### config.mk
export PLATFORM = sky130hd
export DESIGN_NAME = osc_irq_ctrl
export DESIGN_NICKNAME = d
export VERILOG_FILES = /design/src/rtl/osc_irq_pkg.sv /design/src/rtl/osc_irq_edge.sv /design/src/rtl/osc_irq_flags.sv /design/src/rtl/osc_irq_enable.sv /design/src/rtl/osc_irq_ctrl.sv
export SDC_FILE = /design/constraint.sdc
export NUM_CORES = 1
export LEC_CHECK = 0
export BUFFER_PORTS_ARGS = -buffer_cell sky130_fd_sc_hd__clkbuf_2
export CAP_MARGIN = 20
export CORE_ASPECT_RATIO = 0.8
export CORE_MARGIN = 1
export CORE_UTILIZATION = 39
export DETAILED_ROUTE_END_ITERATION = 16
export PLACE_DENSITY_LB_ADDON = 0.1
export SYNTH_ARGS = -nofsm -noshare
export SYNTH_HDL_FRONTEND = slang
export SYNTH_SLANG_ARGS = --single-unit
### constraint.sdc
create_clock -name clk -period 4.2 [get_ports clk]
set_input_delay 0.84 -clock clk [delete_from_list [all_inputs] [get_ports clk]]
set_output_delay 0.84 -clock clk [all_outputs]
set_load 0.005 [all_outputs]
### src/rtl/osc_irq_pkg.sv
package osc_irq_pkg;

    localparam int ADDR_W    = 8;
    localparam int DATA_W    = 32;
    localparam int NUM_FLAGS = 3;

    localparam logic [ADDR_W-1:0] OFS_EN_CLR = 8'h00;
    localparam logic [ADDR_W-1:0] OFS_EN_SET = 8'h04;
    localparam logic [ADDR_W-1:0] OFS_FLAG   = 8'h08;
    localparam logic [ADDR_W-1:0] OFS_STAT   = 8'h0C;
    localparam logic [ADDR_W-1:0] OFS_FSET   = 8'h10;

    typedef enum logic [2:0] {
        SEL_EN_CLR,
        SEL_EN_SET,
        SEL_FLAG,
        SEL_STAT,
        SEL_FSET,
        SEL_NONE
    } reg_sel_e;

    function automatic reg_sel_e decode_addr(input logic [ADDR_W-1:0] a);
        case (a)
            OFS_EN_CLR: return SEL_EN_CLR;
            OFS_EN_SET: return SEL_EN_SET;
            OFS_FLAG:   return SEL_FLAG;
            OFS_STAT:   return SEL_STAT;
            OFS_FSET:   return SEL_FSET;
            default:    return SEL_NONE;
        endcase
    endfunction

endpackage

### src/rtl/osc_irq_edge.sv
module osc_irq_edge #(
    parameter int W = 3
) (
    input  logic         clk,
    input  logic         rst,
    input  logic [W-1:0] level_in,
    output logic [W-1:0] rise
);
    logic [W-1:0] level_q;

    always_ff @(posedge clk) begin
        if (rst) level_q <= '0;
        else     level_q <= level_in;
    end

    assign rise = level_in & ~level_q;

    // a rise is reported only when the input was low one edge earlier
    a_r2_rise_after_low: assert property (@(posedge clk) disable iff (rst)
        1 |=> ((rise & $past(level_in)) == '0));
endmodule

### src/rtl/osc_irq_flags.sv
module osc_irq_flags #(
    parameter int W = 3
) (
    input  logic         clk,
    input  logic         rst,
    input  logic [W-1:0] hw_set,
    input  logic [W-1:0] sw_set,
    input  logic [W-1:0] sw_clr,
    output logic [W-1:0] flags
);
    logic [W-1:0] flags_d;

    // set has priority over clear
    assign flags_d = (flags & ~sw_clr) | hw_set | sw_set;

    always_ff @(posedge clk) begin
        if (rst) flags <= '0;
        else     flags <= flags_d;
    end

    a_r2_edge_sets: assert property (@(posedge clk) disable iff (rst)
        1 |=> ((flags & $past(hw_set)) == $past(hw_set)));

    a_r4_soft_set: assert property (@(posedge clk) disable iff (rst)
        1 |=> ((flags & $past(sw_set)) == $past(sw_set)));

    a_r3_clear: assert property (@(posedge clk) disable iff (rst)
        1 |=> ((flags & $past(sw_clr & ~hw_set & ~sw_set)) == '0));

    // a set event overrides a clear in the same cycle
    a_r8_set_wins: assert property (@(posedge clk) disable iff (rst)
        ((sw_clr & hw_set) != '0) |=> ((flags & $past(sw_clr & hw_set)) != '0));
endmodule

### src/rtl/osc_irq_enable.sv
module osc_irq_enable #(
    parameter int W = 3
) (
    input  logic         clk,
    input  logic         rst,
    input  logic [W-1:0] set_mask,
    input  logic [W-1:0] clr_mask,
    output logic [W-1:0] en
);
    always_ff @(posedge clk) begin
        if (rst) en <= '0;
        else     en <= (en & ~clr_mask) | set_mask;
    end

    a_r6_en_rise_needs_set: assert property (@(posedge clk) disable iff (rst)
        1 |=> ((en & ~$past(en) & ~$past(set_mask)) == '0));

    a_r6_en_fall_needs_clr: assert property (@(posedge clk) disable iff (rst)
        1 |=> ((~en & $past(en) & ~$past(clr_mask)) == '0));
endmodule

### src/rtl/osc_irq_ctrl.sv
module osc_irq_ctrl
    import osc_irq_pkg::*;
#(
    parameter int NF = NUM_FLAGS
) (
    input  logic              clk,
    input  logic              rst,
    input  logic [ADDR_W-1:0] bus_addr,
    input  logic              bus_we,
    input  logic [DATA_W-1:0] bus_wdata,
    output logic [DATA_W-1:0] bus_rdata,
    input  logic              wr_lock,
    input  logic [NF-1:0]     status_in,
    output logic              irq
);
    localparam int PAD_W = DATA_W - NF;

    reg_sel_e       sel;
    logic [NF-1:0]  wmask;
    logic [NF-1:0]  hw_set, sw_set, sw_clr, en_set, en_clr;
    logic [NF-1:0]  flags, en;
    logic           open_wr;
    logic           unused_wdata_hi;

    assign sel             = decode_addr(bus_addr);
    assign wmask           = bus_wdata[NF-1:0];
    assign unused_wdata_hi = ^bus_wdata[DATA_W-1:NF];
    assign open_wr         = bus_we && !wr_lock;

    assign sw_clr = (bus_we  && sel == SEL_FLAG)   ? wmask : '0;
    assign sw_set = (open_wr && sel == SEL_FSET)   ? wmask : '0;
    assign en_set = (open_wr && sel == SEL_EN_SET) ? wmask : '0;
    assign en_clr = (open_wr && sel == SEL_EN_CLR) ? wmask : '0;

    osc_irq_edge #(.W(NF)) u_edge (
        .clk      (clk),
        .rst      (rst),
        .level_in (status_in),
        .rise     (hw_set)
    );

    osc_irq_flags #(.W(NF)) u_flags (
        .clk    (clk),
        .rst    (rst),
        .hw_set (hw_set),
        .sw_set (sw_set),
        .sw_clr (sw_clr),
        .flags  (flags)
    );

    osc_irq_enable #(.W(NF)) u_en (
        .clk      (clk),
        .rst      (rst),
        .set_mask (en_set),
        .clr_mask (en_clr),
        .en       (en)
    );

    always_ff @(posedge clk) begin
        if (rst) irq <= 1'b0;
        else     irq <= |(flags & en);
    end

    always_comb begin
        case (sel)
            SEL_EN_CLR, SEL_EN_SET: bus_rdata = {{PAD_W{1'b0}}, en};
            SEL_FLAG, SEL_FSET:     bus_rdata = {{PAD_W{1'b0}}, flags};
            SEL_STAT:               bus_rdata = {{PAD_W{1'b0}}, status_in};
            default:                bus_rdata = '0;
        endcase
    end

    a_r7_irq_registered: assert property (@(posedge clk) disable iff (rst)
        1 |=> (irq == $past(|(flags & en))));

    a_r5_lock_enables: assert property (@(posedge clk) disable iff (rst)
        (bus_we && wr_lock && (sel == SEL_EN_SET || sel == SEL_EN_CLR)) |=> $stable(en));

    a_r5_lock_fset: assert property (@(posedge clk) disable iff (rst)
        (bus_we && wr_lock && sel == SEL_FSET) |=>
            ((flags & ~$past(flags | hw_set)) == '0));

    a_r10_reserved_zero: assert property (@(posedge clk) disable iff (rst)
        1 |-> (bus_rdata[DATA_W-1:NF] == '0));
endmodule

Word-level counts from Yosys, hierarchy flattened
Cells that the tools add are included.
Operators by class
  eq/ne operators: 8
  bitwise operators: 10
  reduce and logical (&&, ||, !) cells: 11
  muxes and demuxes: 6
Operators with widths (number)
  == test 8 x 4 -> 1 bit, second input constant: 2
  case mux 3 bit (5 select lines): 1
  AND 3 bit: 4
  2-to-1 mux 3 bit: 4
  NOT 3 bit: 3
  bitwise OR 3 bit: 3
  case mux 3 bit (3 select lines): 1
  == test 8 x 3 -> 1 bit, second input constant: 1
  == test 8 x 5 -> 1 bit, second input constant: 1
  zero test 8 bit: 1
  == test 3 x 2 -> 1 bit, second input constant: 2
  logical AND 1 bit: 5
  OR reduction 2 bit: 2
  == test 3 x 1 -> 1 bit, second input constant: 1
  == test 3 bit, second input constant: 1
  zero test 3 bit: 1
  OR reduction 3 bit: 1
  zero test 1 bit: 1
Word-level totals
  register bits after elaboration: 10
  input port bits: 47

Logic depth before layout (Yosys ltp)
Gate-level depths: netlist (run 1).
  word-level depth: 9
  gate-level depth with buffers: 4
  mapped depth without buffers: 3

Cells and area by module
From an unflattened synthesis (run 1), not the netlist that was laid out.
Second synthesis, totals
  cells, all modules: 105
  area total of the unflattened synthesis: 837.1 µm²
Modules (own cells, without submodules)
  osc_irq_ctrl: area an instance 521.8 µm², cells each 72, instances 1, seq. area each 20.0 µm²
  osc_irq_edge: area an instance 105.1 µm², cells each 9, instances 1, seq. area each 60.1 µm²
  osc_irq_enable: area an instance 105.1 µm², cells each 12, instances 1, seq. area each 60.1 µm²
  osc_irq_flags: area an instance 105.1 µm², cells each 12, instances 1, seq. area each 60.1 µm²

Worst setup path before layout (run 1)
Ideal clock, no wire load.
  kind: input -> output
  from: input port bus_addr[5]
  to: output port bus_rdata[0]
  cell stages on the path: 3
  buffers on the path: 0
  data arrival time: 1931 ps
  path slack: 1429 ps
  data required time: 3360 ps
  cells stage by stage: or4_4 > or2_2 > a211oi_1
On the way
  longest elaborated chain between the ends: 5
  elaborated cells on any way between the ends: 14
  those cells by class: 8 x eq/ne; 2 x mux; 4 x reduce/logical
RTL lines
  start, declared: line osc_irq_ctrl.sv:8  | input logic [ADDR_W-1:0] bus_addr,
  == test 8 x 5 -> 1 bit (tied with other cells): line osc_irq_pkg.sv:23  | case (a)
  case mux 3 bit (5 select lines) (*): line osc_irq_pkg.sv:23
  == test 3 x 2 -> 1 bit (tied with other cells): line osc_irq_ctrl.sv:65  | case (sel)
  OR reduction 2 bit: line osc_irq_ctrl.sv:65
  case mux 3 bit (3 select lines) (*): line osc_irq_ctrl.sv:65
  end, declared: line osc_irq_ctrl.sv:11  | output logic [DATA_W-1:0] bus_rdata,
Every way passes the cells marked *; elsewhere a longest branch is shown, timed or not.

Worst setup path in the final report (run 1)
Ends and elaborated chain as after synthesis.

==> results of run 1 <==
[worst paths after layout]
check,cells after the start,startpoint,slack [ns],endpoint
worst max-delay path,5,bus_addr[5],1.16,bus_rdata[0]
worst min-delay path,2,u_en.en[1],0.50,u_en.en[1]
worst max register to register,2,u_flags.flags[1],3.33,irq
worst min register to register,2,u_en.en[1],0.50,u_en.en[1]
[layout make-up]
cell class	count	area [µm²]	share of cell area, %
multi-input combinational	89	504	56.8
inverter	3	11.3	1.27
timing repair buffer	21	105	11.8
clock buffer	4	36.3	4.09
tap	24	30.0	3.39
sequential	10	200	22.6
[routing by layer]
layer	vias to the layer above	track usage (%)	routed length, µm
met5	-	0	0
met4	0	1.58	0
met3	0	7.37	172
met2	46	23.5	732
met1	315	21.4	725
li1	363	-	-
[logic make-up after synthesis]
kind of cell | Yosys count | synth area share (%)
DFF | 10 | 23.8
AOI/OAI and AO/OA | 19 | 16.8
buffers and inverters | 35 | 28.7
and+or+nand+nor | 41 | 30.2
other | 1 | 0.446
[power by group through the flow]
stage,Clock (µW),Combinational (µW),Sequential (µW)
global placement,0,39.5,104
floorplan,0,43.7,103
detailed placement,0,39.5,103
CTS,90.5,39.7,101
global route,96.0,45.8,102
finish,86.5,40.0,101
[state kept, by name, indices dropped and copies added (netlist names)]
register / count
u_edge.level_q: 3
u_en.en: 3
u_flags.flags: 3
irq: 1
[worst min-delay path, cell delays in order, from the launching register on]
cell     delay, ns
dfxtp_1       0.33
o31ai_1       0.07
a21oi_1       0.06
[metrics by stage]
step | hold slack, ns | worst slack [ns] | cell area, µm²
after floorplan | 0.456 | 1.43 | 946
after CTS | 0.493 | 1.14 | 887
after global routing | 0.513 | 1.04 | 887
after detailed placement | 0.476 | 1.14 | 851
final | 0.504 | 1.16 | 887
after global placement | 0.483 | 1.14 | 851
[cells in the final DEF, fill, tap and decap left out]
| cell | instances |
|---|---|
| clkbuf_2 | 21 |
| or4_1 | 4 |
| nand2_1 | 4 |
| or3_1 | 1 |
| nor2b_1 | 3 |
| nor3_1 | 1 |
| a222oi_1 | 1 |
| o41ai_1 | 3 |
| a211o_1 | 3 |
| or3b_2 | 4 |
| a31oi_1 | 3 |
| nor3b_1 | 1 |
| a211oi_1 | 3 |
| or4_4 | 1 |
| clkbuf_4 | 3 |
| or4b_1 | 1 |
| a21oi_1 | 3 |
| nor2_1 | 10 |
| conb_1 | 29 |
| nand3b_1 | 1 |
| o31ai_1 | 3 |
| inv_1 | 3 |
| clkbuf_8 | 1 |
| nor4b_1 | 1 |
| nand4_1 | 2 |
| or2_2 | 2 |
| dfxtp_1 | 10 |
| or4bb_1 | 1 |
| nand2b_1 | 4 |
==> impl_metrics.env, run 1 <==
export IMPL_status="completed"
export IMPL_synth_edf_count=0
export IMPL_cts_tree="yes"
export IMPL_io_buffers=21
export IMPL_crit_family="simple AND/OR/NAND/NOR gates"
export IMPL_cp_max_fo=5
export IMPL_floorplan_initialDensity_pct=42.9
export IMPL_netlist_area_leader_share_pct=25.9
export IMPL_syn_area_um2=841
export IMPL_pwr_density_cell_nw_per_um2=257
export IMPL_post_cts_buffers=0
export IMPL_hold_viol=0
export IMPL_crit_path_frequent_cell="clkbuf_2"
export IMPL_drtPass1Iterations=4
export IMPL_rsz0062_at_grt="false"
export IMPL_clockPowerShare_pct=38.0
export IMPL_utilization_pct=45.2
export IMPL_power_leakage_uw=0.000395
export IMPL_slew_headroom_pct=62.5
export IMPL_antenna_found_initial=0
export IMPL_synth_seq_cells=10
export IMPL_numCtsBuffers=3
export IMPL_n_antenna_cell=0
export IMPL_switching_power_uw=60.9
export IMPL_cp_num_buf_inv=2
export IMPL_syn_avg_cell_area_um2=7.93
export IMPL_cts_repair_resized=0
export IMPL_fin_skew_ns=0.00608
export IMPL_total_power_uw=228
export IMPL_tightest_slew_ns=0.561
export IMPL_fin_crit_ns=3.04
export IMPL_worstSkewPairLatency_ns=0.27
export IMPL_clkTransAtPathRegs_ns=0.07
export IMPL_n_fill_cell=205
export IMPL_ys_top_cells_by_area="buf_4 (26%), dfxtp_1 (24%), nor2_1 (4.5%), or3b_2 (4.2%), or4_1 (3.6%)"
export IMPL_seqPwrFrac_pct=44.5
export IMPL_grt_util_all_layers_pct=15.8
export IMPL_cts_sinks=10
export IMPL_num_vias=724
export IMPL_wl_per_cell_um=10.8
export IMPL_hold_path_class="reg -> reg"
export IMPL_synth_most_common_cell="buf_4"
export IMPL_drt_wl_total_um=1630
export IMPL_ir_drop_mv=0.166
export IMPL_path_cells="clkbuf_2, or4_4, or2_2, a211oi_1, clkbuf_2"
export IMPL_h_tree_depth=1
export IMPL_grt_start_max_net_pins=14
export IMPL_setup_viol=0
export IMPL_cpMaxStageDelayCell="or4_4"
export IMPL_startpoint_type="input pin"
export IMPL_first_iter_violations=23
export IMPL_required_ns=3.36
export IMPL_grt_pass1_wl_um=2660
export IMPL_root_buffer="clkbuf_4"
export IMPL_area_growth_pct=5.51
export IMPL_grt_ovfl_total=0
export IMPL_p_int_uw=167
export IMPL_switching_share_pct=26.7
export IMPL_drv_slew=0
export IMPL_ant_nets=0
export IMPL_row_count=14
export IMPL_fin_setup_tns_ns=0
export IMPL_nets=175
export IMPL_synthFlopType="dfxtp_1"
export IMPL_grt_pass1_vias=590
export IMPL_holdBufCountCts=0
export IMPL_cp_data_arrival_time_ns=2.20
export IMPL_final_cells=151
export IMPL_end_kind="output port"
export IMPL_fp_coreArea_um2=1960
export IMPL_yosys_top_cells_count="buf_4 (29), dfxtp_1 (10), nor2_1 (10)"
export IMPL_ys_seq_area_share_pct=23.8
export IMPL_async_flop_share_pct=0
export IMPL_ios=80
export IMPL_drc=0
export IMPL_cts_buffer_depth=2
export IMPL_viasPerCell=4.79
export IMPL_syn_instance_count=106
export IMPL_pwr_share_comb_pct=17.5
export IMPL_die_height_um=43.5
export IMPL_timing_final_crit_share_pct=72.4
export IMPL_ys_types=30
export IMPL_drive_gt1_share_pct=25.2
export IMPL_die_area_um2=2350
export IMPL_crit_path_max_incr_delay_ns=0.56
export IMPL_die_w_um=53.9
export IMPL_yosys_warnings=0
export IMPL_synth_area_leader_cell="buf_4"
export IMPL_critPathKind="in -> out"
export IMPL_dp_hpwl_um=1330
export IMPL_fmax_mhz=329
export IMPL_place_gp_congestion=0.827
export IMPL_cap_violations=0
export IMPL_dp_cells=147
(Power assumes the default switching activity.)
==> run 2, diff against run 1 <==
--- a/config.mk
+++ b/config.mk
@@ -9,7 +9,7 @@
 export CAP_MARGIN = 20
 export CORE_ASPECT_RATIO = 0.8
 export CORE_MARGIN = 1
-export CORE_UTILIZATION = 39
+export CORE_UTILIZATION = 36
 export DETAILED_ROUTE_END_ITERATION = 16
 export PLACE_DENSITY_LB_ADDON = 0.1
 export SYNTH_ARGS = -nofsm -noshare
==> constraint.sdc (replaced) <==
create_clock -name clk -period 3.1 [get_ports clk]
set_input_delay 0.62 -clock clk [delete_from_list [all_inputs] [get_ports clk]]
set_output_delay 0.62 -clock clk [all_outputs]
set_load 0.005 [all_outputs]
==> run 2 against run 1 <==
  * Worst setup slack worse by 0.66 ns
  * Critical path depth stayed put
  * Count of clock-buffer cells in the layout is the same
  * Sequential share of layout area about the same
  * Non-clock buffer count did not move
  * Flip-flop and latch count unchanged
  * Critical path type unchanged
  * Critical endpoint unchanged
  * Largest power group unchanged
==> impl_metrics.env, run 2 (synthesized netlist as in run 1, its figures left out) <==
export IMPL_io_buffers=21
export IMPL_worstSkewPairLatency_ns=0.27
export IMPL_clkTransAtPathRegs_ns=0.07
export IMPL_first_iter_violations=16
export IMPL_cts_repair_resized=0
export IMPL_required_ns=2.48
export IMPL_cp_depth=5
export IMPL_h_tree_depth=1
export IMPL_post_cts_buffers=0
export IMPL_nets=175
export IMPL_pwr_density_cell_nw_per_um2=352
export IMPL_grt_pass1_wl_um=2570
export IMPL_die_area_um2=2530
export IMPL_setup_ws_ns=0.501
export IMPL_grt_pass1_vias=577
export IMPL_dp_cells=148
export IMPL_n_antenna_cell=0
export IMPL_drive_gt1_share_pct=25.2
export IMPL_top_regs="u_edge.level_q x3, u_en.en x3, u_flags.flags x3"
export IMPL_drt_wl_total_um=1660
export IMPL_fp_coreArea_um2=2180
export IMPL_floorplan_initialDensity_pct=38.6
export IMPL_hold_path_class="reg -> reg"
export IMPL_cts_buffer_depth=2
export IMPL_numCtsBuffers=3
export IMPL_final_cell_mix="conb_1 (29), clkbuf_2 (21), nor2_1 (10), dfxtp_1 (10)"
export IMPL_dp_hpwl_um=1330
export IMPL_cpMaxStageDelayCell="or4_4"
export IMPL_grt_util_all_layers_pct=13.4
export IMPL_fin_setup_tns_ns=0
export IMPL_die_w_um=56.0
export IMPL_total_power_uw=312
export IMPL_seq_area_um2=200
export IMPL_ios=80
export IMPL_cp_num_buf_inv=2
export IMPL_antenna_found_initial=0
export IMPL_power_leakage_uw=0.000395
export IMPL_wl_per_cell_um=10.9
export IMPL_path_cells="clkbuf_2, or4_4, or2_2, a211oi_1, clkbuf_2"
export IMPL_crit_family="simple AND/OR/NAND/NOR gates"
export IMPL_place_gp_congestion=0.780
export IMPL_fin_crit_ns=2.60
export IMPL_post_place_ws_ns=0.497
export IMPL_root_buffer="clkbuf_4"
export IMPL_num_vias=738
export IMPL_end_kind="output port"
export IMPL_slew_headroom_pct=59.0
export IMPL_utilization_pct=40.8
export IMPL_cap_violations=0
export IMPL_ant_nets=0
export IMPL_cts_tree="yes"
export IMPL_viasPerCell=4.86
export IMPL_holdPathStages=2
export IMPL_drv_slew=0
export IMPL_setup_viol=0
export IMPL_holdBufCountCts=0
export IMPL_rr_worst_depth=2
export IMPL_n_fill_cell=239
export IMPL_timing_final_crit_share_pct=83.8
export IMPL_layout_commonest_cell="conb_1"
export IMPL_area_growth_pct=5.65
export IMPL_grt_start_max_net_pins=14
export IMPL_drc=0
export IMPL_crit_path_max_incr_delay_ns=0.56
export IMPL_cp_data_arrival_time_ns=1.98
export IMPL_cts_sinks=10
export IMPL_fmax_mhz=385
export IMPL_final_cells=152
export IMPL_row_count=15
export IMPL_drtPass1Iterations=4
export IMPL_grt_ovfl_total=0
export IMPL_die_height_um=45.2
export IMPL_rsz0062_at_grt="false"
export IMPL_startpoint_type="input pin"
export IMPL_ir_drop_mv=0.174
export IMPL_crit_path_frequent_cell="clkbuf_2"
export IMPL_critPathKind="in -> out"
export IMPL_hold_viol=0
export IMPL_tightest_slew_ns=0.613
export IMPL_status="completed"
export IMPL_cp_max_fo=5
export IMPL_multi_input_area_um2=504
export IMPL_fin_skew_ns=0.00283
-- run 2: cell counts in the layout (fill, tap and decap cells not counted) --
Identical to the previous run, type by type.
-- run 2: area by class of cell --
| type | count | area share, % |
|---|---|---|
| timing repair buffer | 21 | 11.8 |
| multi-input combinational | 89 | 56.8 |
| inverter | 3 | 1.27 |
| sequential | 10 | 22.5 |
| tap | 25 | 3.52 |
| clock buffer | 4 | 4.08 |
-- run 2: routing by layer --
layer | share of wire, % | global-route usage [%] | vias to the layer above | routed length (µm)
met5 | 0 | 0 | - | 0
met4 | 1.3 | 7.32 | 0 | 22
met3 | 6.8 | 3.15 | 2 | 113
met2 | 47 | 22.4 | 32 | 785
met1 | 45 | 16.5 | 339 | 742
li1 | - | - | 365 | -
-- run 2: stage by stage --
step | area, µm² | hold slack, ns
3_5_place_dp | 852 | 0.485
2_1_floorplan | 946 | 0.456
3_3_place_gp | 852 | 0.478
5_1_grt | 888 | 0.515
6_report | 888 | 0.497
4_1_cts | 888 | 0.495
-- run 2: final timing paths --
path / startpoint / endpoint / slack (ns)
worst max-delay path: bus_addr[5] / bus_rdata[0] / 0.50
worst min-delay path: u_en.en[0] / u_en.en[0] / 0.50
worst max register to register: u_flags.flags[1] / irq / 2.25
worst min register to register: u_en.en[0] / u_en.en[0] / 0.50
-- run 2: report_power, final --
group	internal [µW]	switching, µW	total [µW]
registers	133	3.85	137
logic	21.4	32.9	54.3
clock network	71.3	49.6	121
-- run 2: worst register-to-register path, delay by kind of cell, from the launching register on --
family	cells	cell delay, ns
AO/OA/AOI/OAI	1	0.33
AND/OR/NAND/NOR	1	0.06
flip-flops	1	0.35
==> run 3, diff against run 2 <==
--- a/config.mk
+++ b/config.mk
@@ -9,7 +9,7 @@
 export CAP_MARGIN = 20
 export CORE_ASPECT_RATIO = 0.8
 export CORE_MARGIN = 1
-export CORE_UTILIZATION = 36
+export CORE_UTILIZATION = 33
 export DETAILED_ROUTE_END_ITERATION = 16
 export PLACE_DENSITY_LB_ADDON = 0.1
 export SYNTH_ARGS = -nofsm -noshare
==> constraint.sdc (replaced) <==
create_clock -name clk -period 2.3 [get_ports clk]
set_input_delay 0.46 -clock clk [delete_from_list [all_inputs] [get_ports clk]]
set_output_delay 0.46 -clock clk [all_outputs]
set_load 0.005 [all_outputs]
==> run 3 against run 2 <==
  * Cell count grew 6.6%
  * Sequential power rose by 35%
  * Worst hold slack lost 0.060 ns
  * Flip-flop and latch count unchanged
  * Critical path depth did not move
  * Sequential share of layout area down 0.44 points
  * First-iteration DRC count down 19%
==> impl_metrics.env, run 3 (synthesized netlist as in run 1, its figures left out) <==
export IMPL_status="completed"
export IMPL_fmax_mhz=441
export IMPL_final_cell_mix="conb_1 (29), clkbuf_2 (21), nor2_1 (10), dfxtp_1 (10)"
export IMPL_drt_wl_total_um=1830
export IMPL_n_antenna_cell=0
export IMPL_clkTransAtPathRegs_ns=0.07
export IMPL_p_int_uw=271
export IMPL_cts_sinks=10
export IMPL_drc=0
export IMPL_drv_slew=0
export IMPL_floorplan_initialDensity_pct=37.0
export IMPL_post_place_ws_ns=0.0152
export IMPL_holdBufCountCts=0
export IMPL_timing_final_crit_share_pct=98.5
export IMPL_grt_util_all_layers_pct=14.2
export IMPL_end_kind="output port"
export IMPL_grt_pass1_vias=601
export IMPL_ios=80
export IMPL_cp_data_arrival_time_ns=1.81
export IMPL_hold_path_class="in -> reg"
export IMPL_dp_hpwl_um=1480
export IMPL_io_buffers=21
export IMPL_setup_viol=0
export IMPL_nets=177
export IMPL_seqPwrFrac_pct=48.6
export IMPL_clockPowerShare_pct=31.3
export IMPL_fin_skew_ns=0.00720
export IMPL_fin_crit_ns=2.27
export IMPL_viasPerCell=4.61
export IMPL_startpoint_type="input pin"
export IMPL_h_tree_depth=1
export IMPL_cts_tree="yes"
export IMPL_place_gp_congestion=0.759
export IMPL_pwr_share_comb_pct=20.1
export IMPL_fin_hold_ws_ns=0.437
export IMPL_ant_nets=0
export IMPL_numCtsBuffers=3
export IMPL_root_buffer="clkbuf_4"
export IMPL_die_height_um=47.1
export IMPL_switching_share_pct=29.1
export IMPL_grt_pass1_wl_um=2850
export IMPL_critPathKind="in -> out"
export IMPL_area_growth_pct=7.74
export IMPL_drive_gt1_share_pct=26.6
export IMPL_antenna_found_initial=0
export IMPL_cap_violations=0
export IMPL_required_ns=1.84
export IMPL_top_regs="u_edge.level_q x3, u_en.en x3, u_flags.flags x3"
export IMPL_power_leakage_uw=0.000398
export IMPL_rsz0062_at_grt="true"
export IMPL_wl_per_cell_um=11.3
export IMPL_switching_power_uw=111
export IMPL_drtPass1Iterations=5
export IMPL_die_w_um=58.4
export IMPL_cp_max_fo=3
export IMPL_worstSkewPairLatency_ns=0.26
export IMPL_hold_viol=0
export IMPL_pwr_density_cell_nw_per_um2=421
export IMPL_cts_repair_resized=0
export IMPL_fp_coreArea_um2=2270
export IMPL_grt_ovfl_total=0
export IMPL_fin_setup_tns_ns=0
export IMPL_total_power_uw=381
export IMPL_grt_start_max_net_pins=14
export IMPL_ir_drop_mv=0.267
export IMPL_first_iter_violations=13
export IMPL_die_area_um2=2750
export IMPL_row_count=15
export IMPL_setup_ws_ns=0.0339
export IMPL_utilization_pct=39.9
export IMPL_post_cts_buffers=0
export IMPL_cts_buffer_depth=2
export IMPL_layout_commonest_cell="conb_1"
export IMPL_num_vias=747
==> run 3: metal layers <==
metal / vias to the layer above / wire length (µm) / track usage (%)
met5: - / 0 / 0
met4: 0 / 0 / 1.43
met3: 0 / 129 / 5.23
met2: 31 / 810 / 19.5
met1: 342 / 890 / 21.4
li1: 374 / - / -
==> run 3: final cells by class <==
class	instances	area [µm²]
Fill cell	262	1370
Multi-Input combinational cell	89	509
Sequential cell	10	200
Timing Repair Buffer	23	120
Tap cell	34	42.5
Clock buffer	3	22.5
Inverter	3	11.3
==> run 3: path summary, 6_finish.rpt <==
kind | start | end | slack (ns) | depth (start not counted)
setup / recovery | bus_addr[5] | bus_rdata[2] | 0.03 | 5
hold / removal | status_in[2] | u_edge.level_q[2] | 0.44 | 2
setup reg to reg | u_flags.flags[1] | irq | 1.39 | 2
hold reg to reg | u_en.en[0] | u_en.en[0] | 0.49 | 2
==> run 3: power by group through the flow <==
stage	clock, µW	combinational (µW)	sequential, µW
detailed placement	0	75.0	189
global route	135	88.3	186
CTS	124	75.3	185
finish	119	76.8	185
floorplan	0	79.8	187
global placement	0	74.3	189
==> run 3: metrics by stage <==
| stage | instances | instance area (µm²) |
|---|---|---|
| 6_report | 162 | 906 |
| 5_1_grt | 162 | 906 |
| 4_1_cts | 162 | 901 |
| 3_5_place_dp | 159 | 878 |
| 3_3_place_gp | 159 | 878 |
| 2_1_floorplan | 134 | 946 |
==> run 3: critical path: stages <==
cell and delay, ns:
clkbuf_2 0.10, or4_4 0.53, or2_2 0.33, a211oi_1 0.23
clkbuf_2 0.15
